<file path="config.mk">
export PLATFORM = sky130hd
export DESIGN_NAME = tape_timer
export DESIGN_NICKNAME = d
export VERILOG_FILES = /design/src/rtl/tape_timer_pkg.sv /design/src/rtl/tt_tach_scaler.sv /design/src/rtl/tt_bcd_digit.sv /design/src/rtl/tt_time_counter.sv /design/src/rtl/tt_digit_scan.sv /design/src/rtl/tape_timer.sv
export SDC_FILE = /design/constraint.sdc
export NUM_CORES = 1
export LEC_CHECK = 0
export ABC_AREA = 1
export BUFFER_PORTS_ARGS = -buffer_cell sky130_fd_sc_hd__buf_2
export CORE_MARGIN = 5
export CORE_UTILIZATION = 25
export CTS_CLUSTER_DIAMETER = 60
export CTS_CLUSTER_SIZE = 14
export DETAILED_ROUTE_END_ITERATION = 10
export PLACE_DENSITY = 0.4
export SLEW_MARGIN = 20
export SYNTH_ARGS = -nofsm -noshare
export SYNTH_HDL_FRONTEND = slang
export SYNTH_HIERARCHICAL = 1
export SYNTH_SLANG_ARGS = --single-unit
</file>
<file path="constraint.sdc">
create_clock -name clk -period 3.8 [get_ports clk]
set_clock_uncertainty 0.15 [all_clocks]
set_input_delay 0 -clock clk [delete_from_list [all_inputs] [get_ports clk]]
set_output_delay 0 -clock clk [all_outputs]
set_load 0.1 [all_outputs]
</file>
<file path="src/rtl/tape_timer_pkg.sv">
package tape_timer_pkg;

    localparam int DISP_DIGITS = 5;
    localparam int FIELD_COUNT = 6;

    typedef enum logic [2:0] {
        SCAN_D1 = 3'd0,
        SCAN_D2 = 3'd1,
        SCAN_D3 = 3'd2,
        SCAN_D4 = 3'd3,
        SCAN_D5 = 3'd4
    } scan_state_t;

    typedef enum logic [1:0] {
        SPD_3P75 = 2'd0,
        SPD_7P5  = 2'd1,
        SPD_15   = 2'd2,
        SPD_30   = 2'd3
    } speed_t;

    // tenths occupies the low nibble, hours the high nibble
    typedef struct packed {
        logic [3:0] hours;
        logic [3:0] min_tens;
        logic [3:0] min_ones;
        logic [3:0] sec_tens;
        logic [3:0] sec_ones;
        logic [3:0] tenths;
    } play_time_t;

    function automatic logic [3:0] shown_digit(play_time_t t, logic fmt_short,
                                               scan_state_t pos);
        logic [3:0] d;
        d = 4'd0;
        unique case (pos)
            SCAN_D1: d = fmt_short ? t.min_tens : t.hours;
            SCAN_D2: d = fmt_short ? t.min_ones : t.min_tens;
            SCAN_D3: d = fmt_short ? t.sec_tens : t.min_ones;
            SCAN_D4: d = fmt_short ? t.sec_ones : t.sec_tens;
            SCAN_D5: d = fmt_short ? t.tenths   : t.sec_ones;
            default: d = 4'd0;
        endcase
        return d;
    endfunction

endpackage

</file>
<file path="src/rtl/tt_tach_scaler.sv">
module tt_tach_scaler
    import tape_timer_pkg::*;
#(
    parameter int ACC_MOD  = 48,
    parameter int INC_BASE = 3
) (
    input  logic       clk,
    input  logic       rst_n,
    input  logic       tach_pulse,
    input  logic       dir_rev,
    input  logic [1:0] speed_sel,
    input  logic       zero_req,
    output logic       tenth_up,
    output logic       tenth_dn
);
    localparam int ACC_W = $clog2(2 * ACC_MOD + 1);
    localparam logic [ACC_W-1:0] MOD_V   = ACC_W'(ACC_MOD);
    localparam logic [ACC_W-1:0] STEP_S0 = ACC_W'(INC_BASE * 8);
    localparam logic [ACC_W-1:0] STEP_S1 = ACC_W'(INC_BASE * 4);
    localparam logic [ACC_W-1:0] STEP_S2 = ACC_W'(INC_BASE * 2);
    localparam logic [ACC_W-1:0] STEP_S3 = ACC_W'(INC_BASE);

    logic [ACC_W-1:0] acc_q, acc_d, step, sum;
    logic             wrap;

    always_comb begin
        unique case (speed_t'(speed_sel))
            SPD_3P75: step = STEP_S0;
            SPD_7P5:  step = STEP_S1;
            SPD_15:   step = STEP_S2;
            SPD_30:   step = STEP_S3;
            default:  step = STEP_S3;
        endcase
    end

    always_comb begin
        sum  = acc_q + step;
        wrap = 1'b0;
        if (dir_rev) begin
            if (acc_q >= step) begin
                acc_d = acc_q - step;
            end else begin
                acc_d = (acc_q + MOD_V) - step;
                wrap  = 1'b1;
            end
        end else begin
            if (sum >= MOD_V) begin
                acc_d = sum - MOD_V;
                wrap  = 1'b1;
            end else begin
                acc_d = sum;
            end
        end
    end

    assign tenth_up = tach_pulse & ~zero_req & ~dir_rev & wrap;
    assign tenth_dn = tach_pulse & ~zero_req &  dir_rev & wrap;

    always_ff @(posedge clk or negedge rst_n) begin
        if (!rst_n) begin
            acc_q <= '0;
        end else if (zero_req) begin
            acc_q <= '0;
        end else if (tach_pulse) begin
            acc_q <= acc_d;
        end
    end

endmodule

</file>
<file path="src/rtl/tt_bcd_digit.sv">
module tt_bcd_digit #(
    parameter logic [3:0] MAXV = 4'd9
) (
    input  logic       clk,
    input  logic       rst_n,
    input  logic       clear,
    input  logic       enable,
    input  logic       inc,
    input  logic       dec,
    output logic [3:0] q
);
    always_ff @(posedge clk or negedge rst_n) begin
        if (!rst_n) begin
            q <= 4'd0;
        end else if (clear) begin
            q <= 4'd0;
        end else if (enable && inc) begin
            q <= (q == MAXV) ? 4'd0 : q + 4'd1;
        end else if (enable && dec) begin
            q <= (q == 4'd0) ? MAXV : q - 4'd1;
        end
    end
endmodule

</file>
<file path="src/rtl/tt_time_counter.sv">
module tt_time_counter
    import tape_timer_pkg::*;
(
    input  logic       clk,
    input  logic       rst_n,
    input  logic       zero_req,
    input  logic       fmt_short,
    input  logic       tenth_up,
    input  logic       tenth_dn,
    output play_time_t now
);
    logic [4*FIELD_COUNT-1:0] fields;
    logic [FIELD_COUNT-1:0]   inc_c;
    logic [FIELD_COUNT-1:0]   dec_c;

    assign inc_c[0] = tenth_up;
    assign dec_c[0] = tenth_dn;

    for (genvar i = 0; i < FIELD_COUNT; i++) begin : g_field
        localparam logic [3:0] LIM = (i == 2 || i == 4) ? 4'd5 : 4'd9;
        logic en;
        if (i == FIELD_COUNT - 1) begin : g_hours
            assign en = ~fmt_short;
        end else begin : g_lower
            assign en = 1'b1;
        end
        tt_bcd_digit #(.MAXV(LIM)) u_digit (
            .clk    (clk),
            .rst_n  (rst_n),
            .clear  (zero_req),
            .enable (en),
            .inc    (inc_c[i]),
            .dec    (dec_c[i]),
            .q      (fields[4*i +: 4])
        );
        if (i < FIELD_COUNT - 1) begin : g_chain
            assign inc_c[i+1] = inc_c[i] & (fields[4*i +: 4] == LIM);
            assign dec_c[i+1] = dec_c[i] & (fields[4*i +: 4] == 4'd0);
        end
    end

    assign now = play_time_t'(fields);

endmodule

</file>
<file path="src/rtl/tt_digit_scan.sv">
module tt_digit_scan
    import tape_timer_pkg::*;
#(
    parameter int SCAN_DIV = 1024
) (
    input  logic                   clk,
    input  logic                   rst_n,
    input  play_time_t             now,
    input  logic                   fmt_short,
    output logic [3:0]             bcd_bus,
    output logic [DISP_DIGITS-1:0] dsel_n
);
    localparam int DIV_W = (SCAN_DIV > 1) ? $clog2(SCAN_DIV) : 1;
    localparam logic [DIV_W-1:0] DIV_LAST = DIV_W'(SCAN_DIV - 1);

    scan_state_t            state_q, state_d;
    logic [DIV_W-1:0]       div_q;
    logic                   dwell_done;
    logic [DISP_DIGITS-1:0] sel_d;

    assign dwell_done = (div_q == DIV_LAST);

    always_comb begin
        state_d = state_q;
        unique case (state_q)
            SCAN_D1: if (dwell_done) state_d = SCAN_D2;
            SCAN_D2: if (dwell_done) state_d = SCAN_D3;
            SCAN_D3: if (dwell_done) state_d = SCAN_D4;
            SCAN_D4: if (dwell_done) state_d = SCAN_D5;
            SCAN_D5: if (dwell_done) state_d = SCAN_D1;
            default: state_d = SCAN_D1;
        endcase
    end

    always_comb begin
        unique case (state_d)
            SCAN_D1: sel_d = 5'b11110;
            SCAN_D2: sel_d = 5'b11101;
            SCAN_D3: sel_d = 5'b11011;
            SCAN_D4: sel_d = 5'b10111;
            SCAN_D5: sel_d = 5'b01111;
            default: sel_d = 5'b11110;
        endcase
    end

    // state register
    always_ff @(posedge clk or negedge rst_n) begin
        if (!rst_n) begin
            state_q <= SCAN_D1;
            div_q   <= '0;
        end else begin
            state_q <= state_d;
            div_q   <= dwell_done ? '0 : div_q + 1'b1;
        end
    end

    // outputs: bus and strobe taken from the same next state
    always_ff @(posedge clk or negedge rst_n) begin
        if (!rst_n) begin
            bcd_bus <= 4'd0;
            dsel_n  <= 5'b11110;
        end else begin
            bcd_bus <= shown_digit(now, fmt_short, state_d);
            dsel_n  <= sel_d;
        end
    end

endmodule

</file>
<file path="src/rtl/tape_timer.sv">
module tape_timer
    import tape_timer_pkg::*;
#(
    parameter int ACC_MOD  = 48,
    parameter int INC_BASE = 3,
    parameter int SCAN_DIV = 1024
) (
    input  logic       clk,
    input  logic       rst_n,
    input  logic       tach_pulse,
    input  logic       dir_rev,
    input  logic [1:0] speed_sel,
    input  logic       zero_req,
    input  logic       fmt_short,
    output logic [3:0] bcd_bus,
    output logic [4:0] dsel_n
);
    logic       tenth_up, tenth_dn;
    play_time_t time_q;

    tt_tach_scaler #(.ACC_MOD(ACC_MOD), .INC_BASE(INC_BASE)) u_scaler (
        .clk        (clk),
        .rst_n      (rst_n),
        .tach_pulse (tach_pulse),
        .dir_rev    (dir_rev),
        .speed_sel  (speed_sel),
        .zero_req   (zero_req),
        .tenth_up   (tenth_up),
        .tenth_dn   (tenth_dn)
    );

    tt_time_counter u_count (
        .clk       (clk),
        .rst_n     (rst_n),
        .zero_req  (zero_req),
        .fmt_short (fmt_short),
        .tenth_up  (tenth_up),
        .tenth_dn  (tenth_dn),
        .now       (time_q)
    );

    tt_digit_scan #(.SCAN_DIV(SCAN_DIV)) u_scan (
        .clk       (clk),
        .rst_n     (rst_n),
        .now       (time_q),
        .fmt_short (fmt_short),
        .bcd_bus   (bcd_bus),
        .dsel_n    (dsel_n)
    );

endmodule

</file>
==> results by group <==
Timing
  • Unrepaired setup endpoints after global routing: false
  • Max Slew Vio Count: 0
  • Slew @ Worst Pin: roughly 0.63 ns
  • Final min period: 3.46 ns
  • Final Hold Viols: 0
  • FMAX: ~290 MHz
  • Setup TNS Final: 0 ns
  • Fin crit share: between 90% and 100%
  • Final setup vio count: 0
  • Rel. slew slack: just under 60%

Routing
  • Drt drc: 0
  • Vias/cell: ~4.3
  • Via count: ~4600
  • TritonRoute pass-1 iters: 4
  • WL/cell: between 10 and 15 µm
  • Routed Antenna Nets: 0
  • Post-Route WL: approximately 13 mm
  • DR iter-0 viols: between 300 and 400

Placement
  • I/O Buffers: 16
  • Final HPWL DP: around 9.8 mm
  • GP Congestion: approximately 0.8

Worst setup path
  • Launching element type of the critical path: register
  • Crit path from: u_scaler/acc_q[1]$_DFFE_PN0P_
  • Crit Path Category: reg2reg
  • Worst Path Max Fanout: 5
  • Crit path DAT: approximately 3.5 ns
  • Critical Path RT: between 3 and 4 ns
  • Worst setup EP type: register
  • RR Startpoint: u_scaler/acc_q[1]$_DFFE_PN0P_

Clock tree
  • CTS tree: yes
  • Worst-skew pair later-pin latency: around 0.30 ns
  • CTS max path bufs: 2
  • CTS Sinks: 53
  • CTS clk-pin slew, worst paths: ~0.070 ns
  • Htree depth: 2
  • Clock Root Buffer: clkbuf_16
  • Clock buffer count from CTS: 5

Finish
  • Nets: between 800 and 900
  • Commonest non-fill, non-tap cell in the layout: nand2_1
  • ANT cells: 0
  • Commonest non-fill, non-tap cells in the layout: nand2_1, inv_1, nand3_1
  • # fillers: between 2000 and 2500
  • Share of cells above drive strength 1: between 10% and 20%
  • Synth-to-Final Area Change: 14.6%

Logic synthesis
  • Sequential fraction of the synthesis area: between 20% and 30%
  • Post-synthesis simple-gate area fraction: 40.2%
  • Async SR Flop Fraction: 100%
  • Synth Area per Inst: between 6 and 7 µm²
  • Compound-Gate Fraction of Synth Area: under 10%
  • Yosys warning count: 6
  • Synth Instances: 747
  • Fraction of synthesized cell area in xor and xnor cells: between 2 and 2.5%
  • Post-synthesis cell area: roughly 5100 µm²
  • Adder-cell area share of the yosys netlist: between 10 and 15%
  • Mux cell area share after synthesis: around 4.4%
  • Post-synthesis register bit count: 53
  • Largest family of logic cells by synthesized area: simple AND/OR/NAND/NOR gates
  • Dominant synthesized flop cell: dfrtp_1
  • Post-synth cell types: 40
  • Number of flops mapped to enable cells by yosys: 0

Global route
  • Remaining global-route overflow: 0
  • Global-route wire length before repair: about 22 mm
  • Global Route Usage Sum: between 10 and 15%
  • Largest net degree at the start of global routing: 29
  • Vias in the first global route: about 4400
  • Initial antenna violation count: 0

Power
  • PD cells: between 300 and 400 nW/µm²
  • Leakage power: about 0.003 µW
  • VDD IR-drop max: ~0.00016 V
  • Power after layout: approximately 2200 µW

Floorplan
  • Die Y: about 150 µm
  • Die Width: about 150 µm
  • Core ar.: approximately 20000 µm²
  • Die ar.: approximately 24000 µm²
  • Site Rows: between 50 and 60
  • Starting Density: 25.4%
  • # IOs: 17

Hold path
  • Hold Crit Class: in2async

Run status
  • Outcome: complete, no violations

Flow run
  • Max-cap viol count: 0
==> Yosys cell counts, drive strengths merged (2+ instances only) <==
library cell | instances | area share, %
nor2 | 94 | 8.8
mux2 | 20 | 4.4
clkbuf | 2 | 0.15
nand2 | 249 | 19
o21ai | 19 | 1.8
inv | 99 | 7.2
xor2 | 9 | 1.5
dfrtp | 49 | 24
nand4 | 10 | 1.6
dfstp | 4 | 2.0
a21oi | 17 | 2.2
ha | 47 | 11
o211ai | 7 | 1.0
or2 | 5 | 0.71
buf | 3 | 0.58
nand3 | 92 | 9.6
nand3b | 2 | 0.29
nor3 | 3 | 0.29
xnor2 | 4 | 0.68
fa | 6 | 2.3
==> layout make-up <==
| class | instances | area (µm²) | area share, % |
|---|---|---|---|
| Timing Repair Buffer | 34 | 225 | 3.82 |
| Sequential cell | 53 | 1330 | 22.6 |
| Inverter | 99 | 372 | 6.30 |
| Clock inverter | 2 | 15.0 | 0.255 |
| Clock buffer | 6 | 129 | 2.19 |
| Multi-Input combinational cell | 599 | 3480 | 59.1 |
| Tap cell | 270 | 338 | 5.73 |
==> worst paths after layout <==
kind | to | slack [ns] | cells after the start
worst max-delay path | u_count/g_field[5].u_digit/q[0]$_DFFE_PN0P_ | 0.34 | 20
worst min-delay path | u_scan/div_q[2]$_DFF_PN0_ | 0.1 | 2
worst max register to register | u_count/g_field[5].u_digit/q[0]$_DFFE_PN0P_ | 0.34 | 20
worst min register to register | u_scan/div_q[6]$_DFF_PN0_ | 0.33 | 1
max in group asynchronous | u_scan/dsel_n[1]$_DFF_PN1_ | 2.54 | 3
min in group clk | u_count/g_field[5].u_digit/q[3]$_DFFE_PN0P_ | 0.18 | 4
==> routing by layer <==
metal	GRT usage, %	vias to the layer above	part of all wire, %
met5	0	-	0
met3	1.98	7	2.8
met4	1.85	0	0.85
met1	16.6	2082	53
met2	16.8	41	43
li1	-	2445	-
==> registers in the layout, summed over array words and instances, names as in the netlist <==
name                       cells
u_count/g_field.u_digit/q     24
u_scan/state_q                 3
u_scaler/acc_q                 7
u_scan/div_q                  10
u_scan/bcd_bus                 4
u_scan/dsel_n                  5
==> through the flow <==
step / instance area, µm² / instances / util (%) / setup slack (ns) / hold slack (ns)
6_report: 5900 / 1063 / 29.1 / 0.342 / 0.0960
5_1_grt: 5900 / 1063 / 29.1 / 0.0217 / 0.184
4_1_cts: 5810 / 1058 / 28.7 / 0.0893 / 0.128
3_5_place_dp: 5630 / 1046 / 27.8 / 0.0420 / -0.0753
3_3_place_gp: 5630 / 1046 / 27.8 / 0.131 / -0.0734
2_1_floorplan: 5180 / 756 / - / 0.548 / -0.446
==> timing repair <==
| item | 4_1_cts | 5_1_grt |
|---|---|---|
| gates resized for setup | 0 | 12 |
| setup endpoints to repair | 0 | 15 |
| buffers inserted | 0 | 5 |
| hold buffers | 4 | 0 |
| endpoints found under the hold margin | 31 | 0 |
==> kinds of logic after synthesis <==
kind of cell	Yosys count
buffers and inverters	104
flip-flops	53
multiplexers	20
other	1
XOR/XNOR	13
AND/OR/NAND/NOR	457
adder cells (fa/ha/maj)	53
AO/OA/AOI/OAI	46
==> worst max-delay path, stage by stage (launching register included) <==
cell	delay [ns]
dfrtp_2	0.46
buf_4	0.15
fa_1	0.47
nand3_1	0.11
nand3_1	0.08
nand2_1	0.09
ha_2	0.20
nand3b_1	0.09
nor2_2	0.14
nor2_4	0.07
a21oi_2	0.16
nand3_2	0.11
nor2_4	0.15
nand4_1	0.20
nor2_2	0.18
nand2_2	0.09
nand2_1	0.08
nor2_2	0.07
nor2_4	0.17
nand2_1	0.07
o21ai_1	0.11
==> power breakdown <==
| group | switching (µW) | internal, µW |
|---|---|---|
| clock network | 225 | 245 |
| registers | 143 | 624 |
| logic | 602 | 386 |
| total | 971 | 1250 |
Note: power is estimated with default switching activity, not from simulation.
